**config.mk**
```make
export PLATFORM = sky130hd
export DESIGN_NAME = scope_capture_ctrl
export DESIGN_NICKNAME = d
export VERILOG_FILES = /design/src/rtl/scap_pkg.sv /design/src/rtl/scap_ring_ptr.sv /design/src/rtl/scap_xing.sv /design/src/rtl/scap_post_cnt.sv /design/src/rtl/scope_capture_ctrl.sv
export SDC_FILE = /design/constraint.sdc
export NUM_CORES = 1
export LEC_CHECK = 0
export CELL_PAD_IN_SITES_DETAIL_PLACEMENT = 0
export CELL_PAD_IN_SITES_GLOBAL_PLACEMENT = 2
export CORE_MARGIN = 3
export CORE_UTILIZATION = 38
export DETAILED_ROUTE_END_ITERATION = 10
export DONT_BUFFER_PORTS = 1
export PLACE_DENSITY_LB_ADDON = 0.12
export SETUP_SLACK_MARGIN = 0.3
export SYNTH_ARGS = -nofsm -noshare
export SYNTH_HDL_FRONTEND = slang
export SYNTH_SLANG_ARGS = --single-unit
```
**constraint.sdc**
```tcl
create_clock -name clk -period 2.73 [get_ports clk]
set_clock_uncertainty 0.15 [all_clocks]
set_input_delay 0.4095 -clock clk [delete_from_list [all_inputs] [get_ports clk]]
set_output_delay 0.4095 -clock clk [all_outputs]
set_load 0.01 [all_outputs]
```
**src/rtl/scap_pkg.sv**
```systemverilog
package scap_pkg;
  typedef enum logic [2:0] {
    ST_IDLE  = 3'd0,
    ST_FILL  = 3'd1,
    ST_ARMED = 3'd2,
    ST_POST  = 3'd3,
    ST_DONE  = 3'd4
  } cap_state_e;
endpackage

```
**src/rtl/scap_ring_ptr.sv**
```systemverilog
module scap_ring_ptr #(
  parameter int ADDR_W = 5
) (
  input  logic              clk,
  input  logic              rst_n,
  input  logic              clr,
  input  logic              adv,
  output logic [ADDR_W-1:0] ptr,
  output logic              half_evt,
  output logic              full_evt
);
  localparam int DEPTH = 1 << ADDR_W;
  localparam logic [ADDR_W-1:0] HALF_LAST = ADDR_W'(DEPTH / 2 - 1);
  localparam logic [ADDR_W-1:0] LAST      = ADDR_W'(DEPTH - 1);

  logic [ADDR_W-1:0] ptr_q;
  logic              half_q, full_q;

  always_ff @(posedge clk or negedge rst_n) begin
    if (!rst_n) begin
      ptr_q  <= '0;
      half_q <= 1'b0;
      full_q <= 1'b0;
    end else begin
      half_q <= adv && (ptr_q == HALF_LAST);
      full_q <= adv && (ptr_q == LAST);
      if (clr)      ptr_q <= '0;
      else if (adv) ptr_q <= ptr_q + 1'b1;
    end
  end

  assign ptr      = ptr_q;
  assign half_evt = half_q;
  assign full_evt = full_q;

  p_step_r1: assert property (@(posedge clk) disable iff (!rst_n)
    (adv && !clr) |=> ptr_q == ADDR_W'($past(ptr_q) + 1'b1));
  p_wrap_r1: assert property (@(posedge clk) disable iff (!rst_n)
    (adv && !clr && ptr_q == LAST) |=> ptr_q == '0);
  p_half_src_r10: assert property (@(posedge clk) disable iff (!rst_n)
    (adv && ptr_q == HALF_LAST) |=> half_evt);
endmodule

```
**src/rtl/scap_xing.sv**
```systemverilog
module scap_xing #(
  parameter int DATA_W = 8
) (
  input  logic              clk,
  input  logic              rst_n,
  input  logic              clr,
  input  logic              adv,
  input  logic [DATA_W-1:0] sample,
  input  logic [DATA_W-1:0] thr,
  input  logic              falling,
  output logic              hit
);
  logic [DATA_W-1:0] prev_q;
  logic              prev_ok_q;
  logic              prev_hi, cur_hi;

  always_ff @(posedge clk or negedge rst_n) begin
    if (!rst_n) begin
      prev_q    <= '0;
      prev_ok_q <= 1'b0;
    end else if (clr) begin
      prev_ok_q <= 1'b0;
    end else if (adv) begin
      prev_q    <= sample;
      prev_ok_q <= 1'b1;
    end
  end

  always_comb begin
    prev_hi = prev_q >= thr;
    cur_hi  = sample >= thr;
    if (falling) hit = prev_ok_q && prev_hi && !cur_hi;
    else         hit = prev_ok_q && !prev_hi && cur_hi;
  end

  p_prev_track_r5: assert property (@(posedge clk) disable iff (!rst_n)
    (adv && !clr) |=> (prev_ok_q && prev_q == $past(sample)));
  p_clr_forget_r5: assert property (@(posedge clk) disable iff (!rst_n)
    clr |=> !prev_ok_q);
endmodule

```
**src/rtl/scap_post_cnt.sv**
```systemverilog
module scap_post_cnt #(
  parameter int ADDR_W = 5
) (
  input  logic              clk,
  input  logic              rst_n,
  input  logic              load,
  input  logic              adv,
  input  logic [ADDR_W-1:0] len,
  output logic [ADDR_W-1:0] cnt,
  output logic              last
);
  logic [ADDR_W-1:0] cnt_q;

  always_ff @(posedge clk or negedge rst_n) begin
    if (!rst_n)    cnt_q <= '0;
    else if (load) cnt_q <= '0;
    else if (adv)  cnt_q <= cnt_q + 1'b1;
  end

  assign cnt  = cnt_q;
  assign last = (ADDR_W'(cnt_q + 1'b1) == len);

  p_load_zero_r7: assert property (@(posedge clk) disable iff (!rst_n)
    load |=> cnt_q == '0);
endmodule

```
**src/rtl/scope_capture_ctrl.sv**
```systemverilog
module scope_capture_ctrl
  import scap_pkg::*;
#(
  parameter int ADDR_W = 5,
  parameter int DATA_W = 8
) (
  input  logic              clk,
  input  logic              rst_n,
  input  logic              start,
  input  logic              abort,
  input  logic [ADDR_W-1:0] post_len,
  input  logic [DATA_W-1:0] thr,
  input  logic              edge_fall,
  input  logic              s_valid,
  output logic              s_ready,
  input  logic [DATA_W-1:0] s_data,
  output logic              wr_en,
  output logic [ADDR_W-1:0] wr_addr,
  output logic [DATA_W-1:0] wr_data,
  output logic              trig_valid,
  output logic [ADDR_W-1:0] trig_idx,
  output logic              armed,
  output logic              busy,
  output logic              done,
  output logic              half_evt,
  output logic              full_evt
);
  localparam int DEPTH = 1 << ADDR_W;
  localparam logic [ADDR_W-1:0] HALF_LAST = ADDR_W'(DEPTH / 2 - 1);

  cap_state_e        st_q, st_d;
  logic              capturing, acc, launch, trig_fire;
  logic              xing_hit, post_last;
  logic [ADDR_W-1:0] len_q, post_cnt, ptr;
  logic              tv_q;
  logic [ADDR_W-1:0] tidx_q;

  assign capturing = (st_q == ST_FILL) || (st_q == ST_ARMED) || (st_q == ST_POST);
  assign acc       = s_valid && capturing;
  assign launch    = !abort && start && ((st_q == ST_IDLE) || (st_q == ST_DONE));
  assign trig_fire = !abort && acc && (st_q == ST_ARMED) && xing_hit;

  scap_ring_ptr #(.ADDR_W(ADDR_W)) u_ptr (
    .clk(clk), .rst_n(rst_n), .clr(launch), .adv(acc),
    .ptr(ptr), .half_evt(half_evt), .full_evt(full_evt)
  );

  scap_xing #(.DATA_W(DATA_W)) u_xing (
    .clk(clk), .rst_n(rst_n), .clr(launch), .adv(acc),
    .sample(s_data), .thr(thr), .falling(edge_fall), .hit(xing_hit)
  );

  scap_post_cnt #(.ADDR_W(ADDR_W)) u_post (
    .clk(clk), .rst_n(rst_n), .load(trig_fire),
    .adv(acc && (st_q == ST_POST)), .len(len_q),
    .cnt(post_cnt), .last(post_last)
  );

  always_comb begin
    st_d = st_q;
    if (abort) begin
      st_d = ST_IDLE;
    end else begin
      unique case (st_q)
        ST_IDLE, ST_DONE: if (start) st_d = ST_FILL;
        ST_FILL:  if (acc && ptr == HALF_LAST) st_d = ST_ARMED;
        ST_ARMED: if (trig_fire) st_d = (len_q == '0) ? ST_DONE : ST_POST;
        ST_POST:  if (acc && post_last) st_d = ST_DONE;
        default:  st_d = ST_IDLE;
      endcase
    end
  end

  always_ff @(posedge clk or negedge rst_n) begin
    if (!rst_n) begin
      st_q   <= ST_IDLE;
      len_q  <= '0;
      tv_q   <= 1'b0;
      tidx_q <= '0;
    end else begin
      st_q <= st_d;
      if (launch) len_q <= post_len;
      if (abort || launch) begin
        tv_q <= 1'b0;
      end else if (trig_fire) begin
        tv_q   <= 1'b1;
        tidx_q <= ptr;
      end
    end
  end

  assign s_ready    = capturing;
  assign wr_en      = acc;
  assign wr_addr    = ptr;
  assign wr_data    = s_data;
  assign trig_valid = tv_q;
  assign trig_idx   = tidx_q;
  assign armed      = (st_q == ST_ARMED);
  assign busy       = capturing;
  assign done       = (st_q == ST_DONE);

  p_fill_no_trig_r4: assert property (@(posedge clk) disable iff (!rst_n)
    (st_q == ST_FILL) |-> !trig_valid);
  p_arm_after_half_r4: assert property (@(posedge clk) disable iff (!rst_n)
    (st_q == ST_FILL && acc && ptr == HALF_LAST && !abort) |=> armed);
  p_one_trig_r6: assert property (@(posedge clk) disable iff (!rst_n)
    (trig_valid && !launch && !abort) |=> (trig_valid && $stable(trig_idx)));
  p_cnt_bound_r7: assert property (@(posedge clk) disable iff (!rst_n)
    (st_q == ST_POST) |-> post_cnt < len_q);
  p_done_hold_r8: assert property (@(posedge clk) disable iff (!rst_n)
    (st_q == ST_DONE && !start && !abort) |=> (done && $stable(trig_idx) && !s_ready));
  p_abort_idle_r9: assert property (@(posedge clk) disable iff (!rst_n)
    abort |=> (!busy && !done && !trig_valid));
  p_start_fill_r3: assert property (@(posedge clk) disable iff (!rst_n)
    launch |=> (busy && !armed && wr_addr == '0));
endmodule

```
==> run summary <==
status -> complete, no violations
nets -> 268
Avg Cell Area, Syn -> 9.642 um2
first-pass GRT wire length -> 7576 um
I/O Buffers -> 0
Residual DRC -> 0
critical path class -> reg -> reg
CTS clk-pin slew, worst paths -> 0.08 ns
Period minus WS final -> 2.423 ns
initial antenna violation count -> 0
mux cell area share after synthesis -> 6.548%
Sequential Power Share -> 40.5%
Routed wire per std cell -> 15.72 um
Max Slew Vio Count -> 0
Adder-Cell Fraction of Synth Area -> 11.90%
Max Cap Viol -> 0
Pint -> 0.001286 W
DP Cell Count -> 279
Final period util -> 88.75%
Core ar. -> 5238 um2
CTS H-tree lvls -> 2
Post-DP HPWL -> 3440 um
Max-slew headroom -> 66.59%
initial core utilization -> 40.13%
CP bufs+invs -> 1
Via Count -> 1,492
GPL Wtd Cong -> 0.7792
first-iteration detailed-routing DRC count -> 34
die footprint -> 6460 um2
crit path max fanout -> 5
Die X -> 80.38 um
Critical path origin -> u_xing.prev_q[2]
clock sink total -> 35
vias in the first global route -> 1,537
share of total power in the clock network -> 20.2%
global route overflow -> 0
Sw Pwr -> 0.0008116 W
crit end category -> flip-flop
Pleak -> 1.113 nW
CP delay by family, top -> compound AO/OA/AOI/OAI gates
Seq cells post-synth -> 35
XOR/XNOR share of the synthesized area -> 5.833%
Hold Crit Class -> in -> reg
CTS tree -> built
vias per cell -> 5.110
Synth Area in Simple Gates -> 17.86%
Cell Rows -> 26
Die H -> 80.38 um
worst slew pin tran -> 0.4965 ns
WHS -> 0.07634 ns
DRT Pass-1 Iters -> 5
drt total wl -> 4591 um
unique cell type count in the Yosys netlist -> 38
largest net degree at the start of global routing -> 36
Root Buffer -> clkbuf_8
TNS Setup -> 0 ns
worst min-delay path startpoint -> s_data[2]
Synth Instances -> 218
final hold violation count -> 0
final std cells w/o fill -> 292
share of cells above drive strength 1 -> 17.57%
critical path's slowest cell -> or3b_4
combinational power share -> 39.3%
Worst EP arrival -> 2.44 ns
Slowest Stage Delay on Critical Path -> 0.42 ns
VDD IR max -> 0.4390 mV
I/O Pins -> 53
Sw Share -> 38.70%
largest family of logic cells by synthesized area -> simple AND/OR/NAND/NOR gates
synth-to-layout area growth -> 10.48%
Mapped Nets -> 265
total power draw -> 0.002097 W
Cell Area, Synth -> 2102 um2
all-layer global routing usage -> 15.33%
Num CTS Buffers -> 5
crit-path cells -> ha_4 -> a211oi_2 -> o21ai_2 -> a41oi_2 -> or3b_4 -> a21oi_4 -> buf_6 -> mux2_4
Routed Antenna Nets -> 0
YS warnings -> 0
PwrDens -> 903.2 nW/um2
sequential-to-total area share from yosys stat -> 41.67%
startpoint types -> flip-flop
Critical R2R Launch -> u_xing.prev_q[2]
diode count -> 0
fmax -> 0.4128 GHz
Compound-Gate Fraction of Synth Area -> 9.583%
CTS Buffer Depth -> 2
CP Data Required Time -> 2.75 ns
final setup vio count -> 0
RSZ-0062 raised after global routing -> yes
worst skew pair latency -> 0.28 ns
synth_stat cells:
library cell | instances | area share (%)
a31oi_1 | 1 | 0.30
mux2i_1 | 1 | 0.48
nand4_1 | 3 | 0.89
ha_1 | 20 | 12
o2bb2ai_1 | 1 | 0.42
buf_6 | 1 | 0.54
nand2_2 | 1 | 0.30
nand3_1 | 6 | 1.4
mux2_2 | 6 | 3.2
and3_1 | 4 | 1.2
a21oi_2 | 1 | 0.42
inv_1 | 12 | 2.1
clkbuf_1 | 2 | 0.36
xor2_1 | 7 | 2.9
nor3_1 | 5 | 1.2
nand2b_1 | 3 | 0.89
o21ai_1 | 1 | 0.24
a22o_1 | 2 | 0.83
nand2_1 | 33 | 5.9
a211oi_2 | 1 | 0.60
nor4_1 | 1 | 0.30
a21oi_1 | 10 | 2.4
clkinv_1 | 1 | 0.18
nor2b_1 | 3 | 0.89
a41oi_2 | 1 | 0.77
mux2_4 | 4 | 2.9
o21ba_2 | 1 | 0.48
or3b_1 | 1 | 0.42
a2111o_1 | 1 | 0.54
a31o_2 | 2 | 0.83
o211ai_1 | 1 | 0.36
nor2_1 | 21 | 3.8
dfrtp_1 | 35 | 42
nand3b_1 | 2 | 0.71
xnor2_1 | 7 | 2.9
o21ai_0 | 6 | 1.4
buf_4 | 9 | 3.2
buf_1 | 1 | 0.18
final timing paths:
kind                       slack (ns)               end  cells after the start
max                              0.31       trig_idx[1]                      8
min                              0.08  u_xing.prev_q[2]                      2
max reg2reg                      0.31       trig_idx[1]                      8
min reg2reg                      0.34  u_xing.prev_q[6]                      2
max in group asynchronous        1.82       trig_idx[2]                      2
min in group asynchronous        0.41  u_xing.prev_q[2]                      2
kinds of logic after synthesis:
group                    count (synthesis)
XOR/XNOR                                14
AO/OA/AOI/OAI                           29
AND/OR/NAND/NOR                         83
adder cells (fa/ha/maj)                 20
buffers and inverters                   26
flip-flops                              35
multiplexers                            11
registers in the layout (all words and copies together), names as in the netlist:
register / cells
trig_idx: 5
u_post.cnt: 5
st_q: 3
u_xing.prev_q: 8
trig_valid: 1
u_xing.prev_ok_q: 1
len_q: 5
u_ptr.half_evt: 1
u_ptr.full_evt: 1
u_ptr.ptr: 5
layout make-up:
class                      instances  area, um2
clock inverter                     1      7.507
multi-input combinational        157       1120
tap                               70      87.58
inverter                          13      48.80
sequential                        35      875.8
clock buffer                       7      96.34
timing repair buffer               9      86.33
fill                             495       2915
stage by stage:
stage / util [%] / instance area, um2 / worst slack [ns]
detailed placement: 40.95 / 2145 / 0.1420
finish: 44.34 / 2322 / 0.3072
global route: 44.34 / 2322 / 0.2288
floorplan: - / 2117 / 0.3056
global placement: 40.95 / 2145 / 0.1741
CTS: 44.00 / 2305 / 0.3007
power by group through the flow:
stage,sequential (W),clock [W],combinational (W)
finish,0.000850,0.000423,0.000824
global route,0.000881,0.000458,0.000933
CTS,0.000852,0.000435,0.000826
detailed placement,0.000863,0,0.000792
global placement,0.000856,0,0.000779
floorplan,0.000819,0,0.000651
per-layer routing:
layer / track usage, % / vias up / share of wire, %
met1: 19.50 / 724 / 44
met4: 5.068 / 0 / 0.96
met2: 24.83 / 32 / 49
met5: 0 / - / 0
met3: 4.484 / 4 / 5.5
li1: - / 732 / -
worst register-to-register path: cells and delay by family, from the launching register on:
| family | cells | cell delay [ns] |
|---|---|---|
| adder cells (fa/ha/maj) | 1 | 0.23 |
| flip-flops | 1 | 0.41 |
| AND/OR/NAND/NOR | 1 | 0.42 |
| multiplexers | 1 | 0.30 |
| AO/OA/AOI/OAI | 4 | 0.65 |
| buffers and inverters | 1 | 0.15 |
what timing repair did:
action | in CTS | in global routing
endpoints found under the hold margin | 35 | 0
pin swaps | 1 | 4
setup endpoints to repair | 4 | 9
hold buffers | 2 | 0
gates resized for setup | 2 | 4
setup buffers | 2 | 1
placed cells by master (no fill, tap or decap), types with 2 or more instances in the layout:
master	count
o21ai_0	5
inv_1	11
dfrtp_1	35
nor2_1	21
a31o_2	2
xnor2_1	7
a22o_1	2
nand2b_1	3
clkbuf_8	7
nand4_1	3
nor2b_1	2
nand2_1	33
nand3b_1	2
xor2_1	7
buf_4	6
and3_1	4
nor3_1	5
a21oi_1	9
mux2_2	6
mux2_4	4
ha_1	19
nand3_1	6
Note: power is estimated with default switching activity, not from simulation.
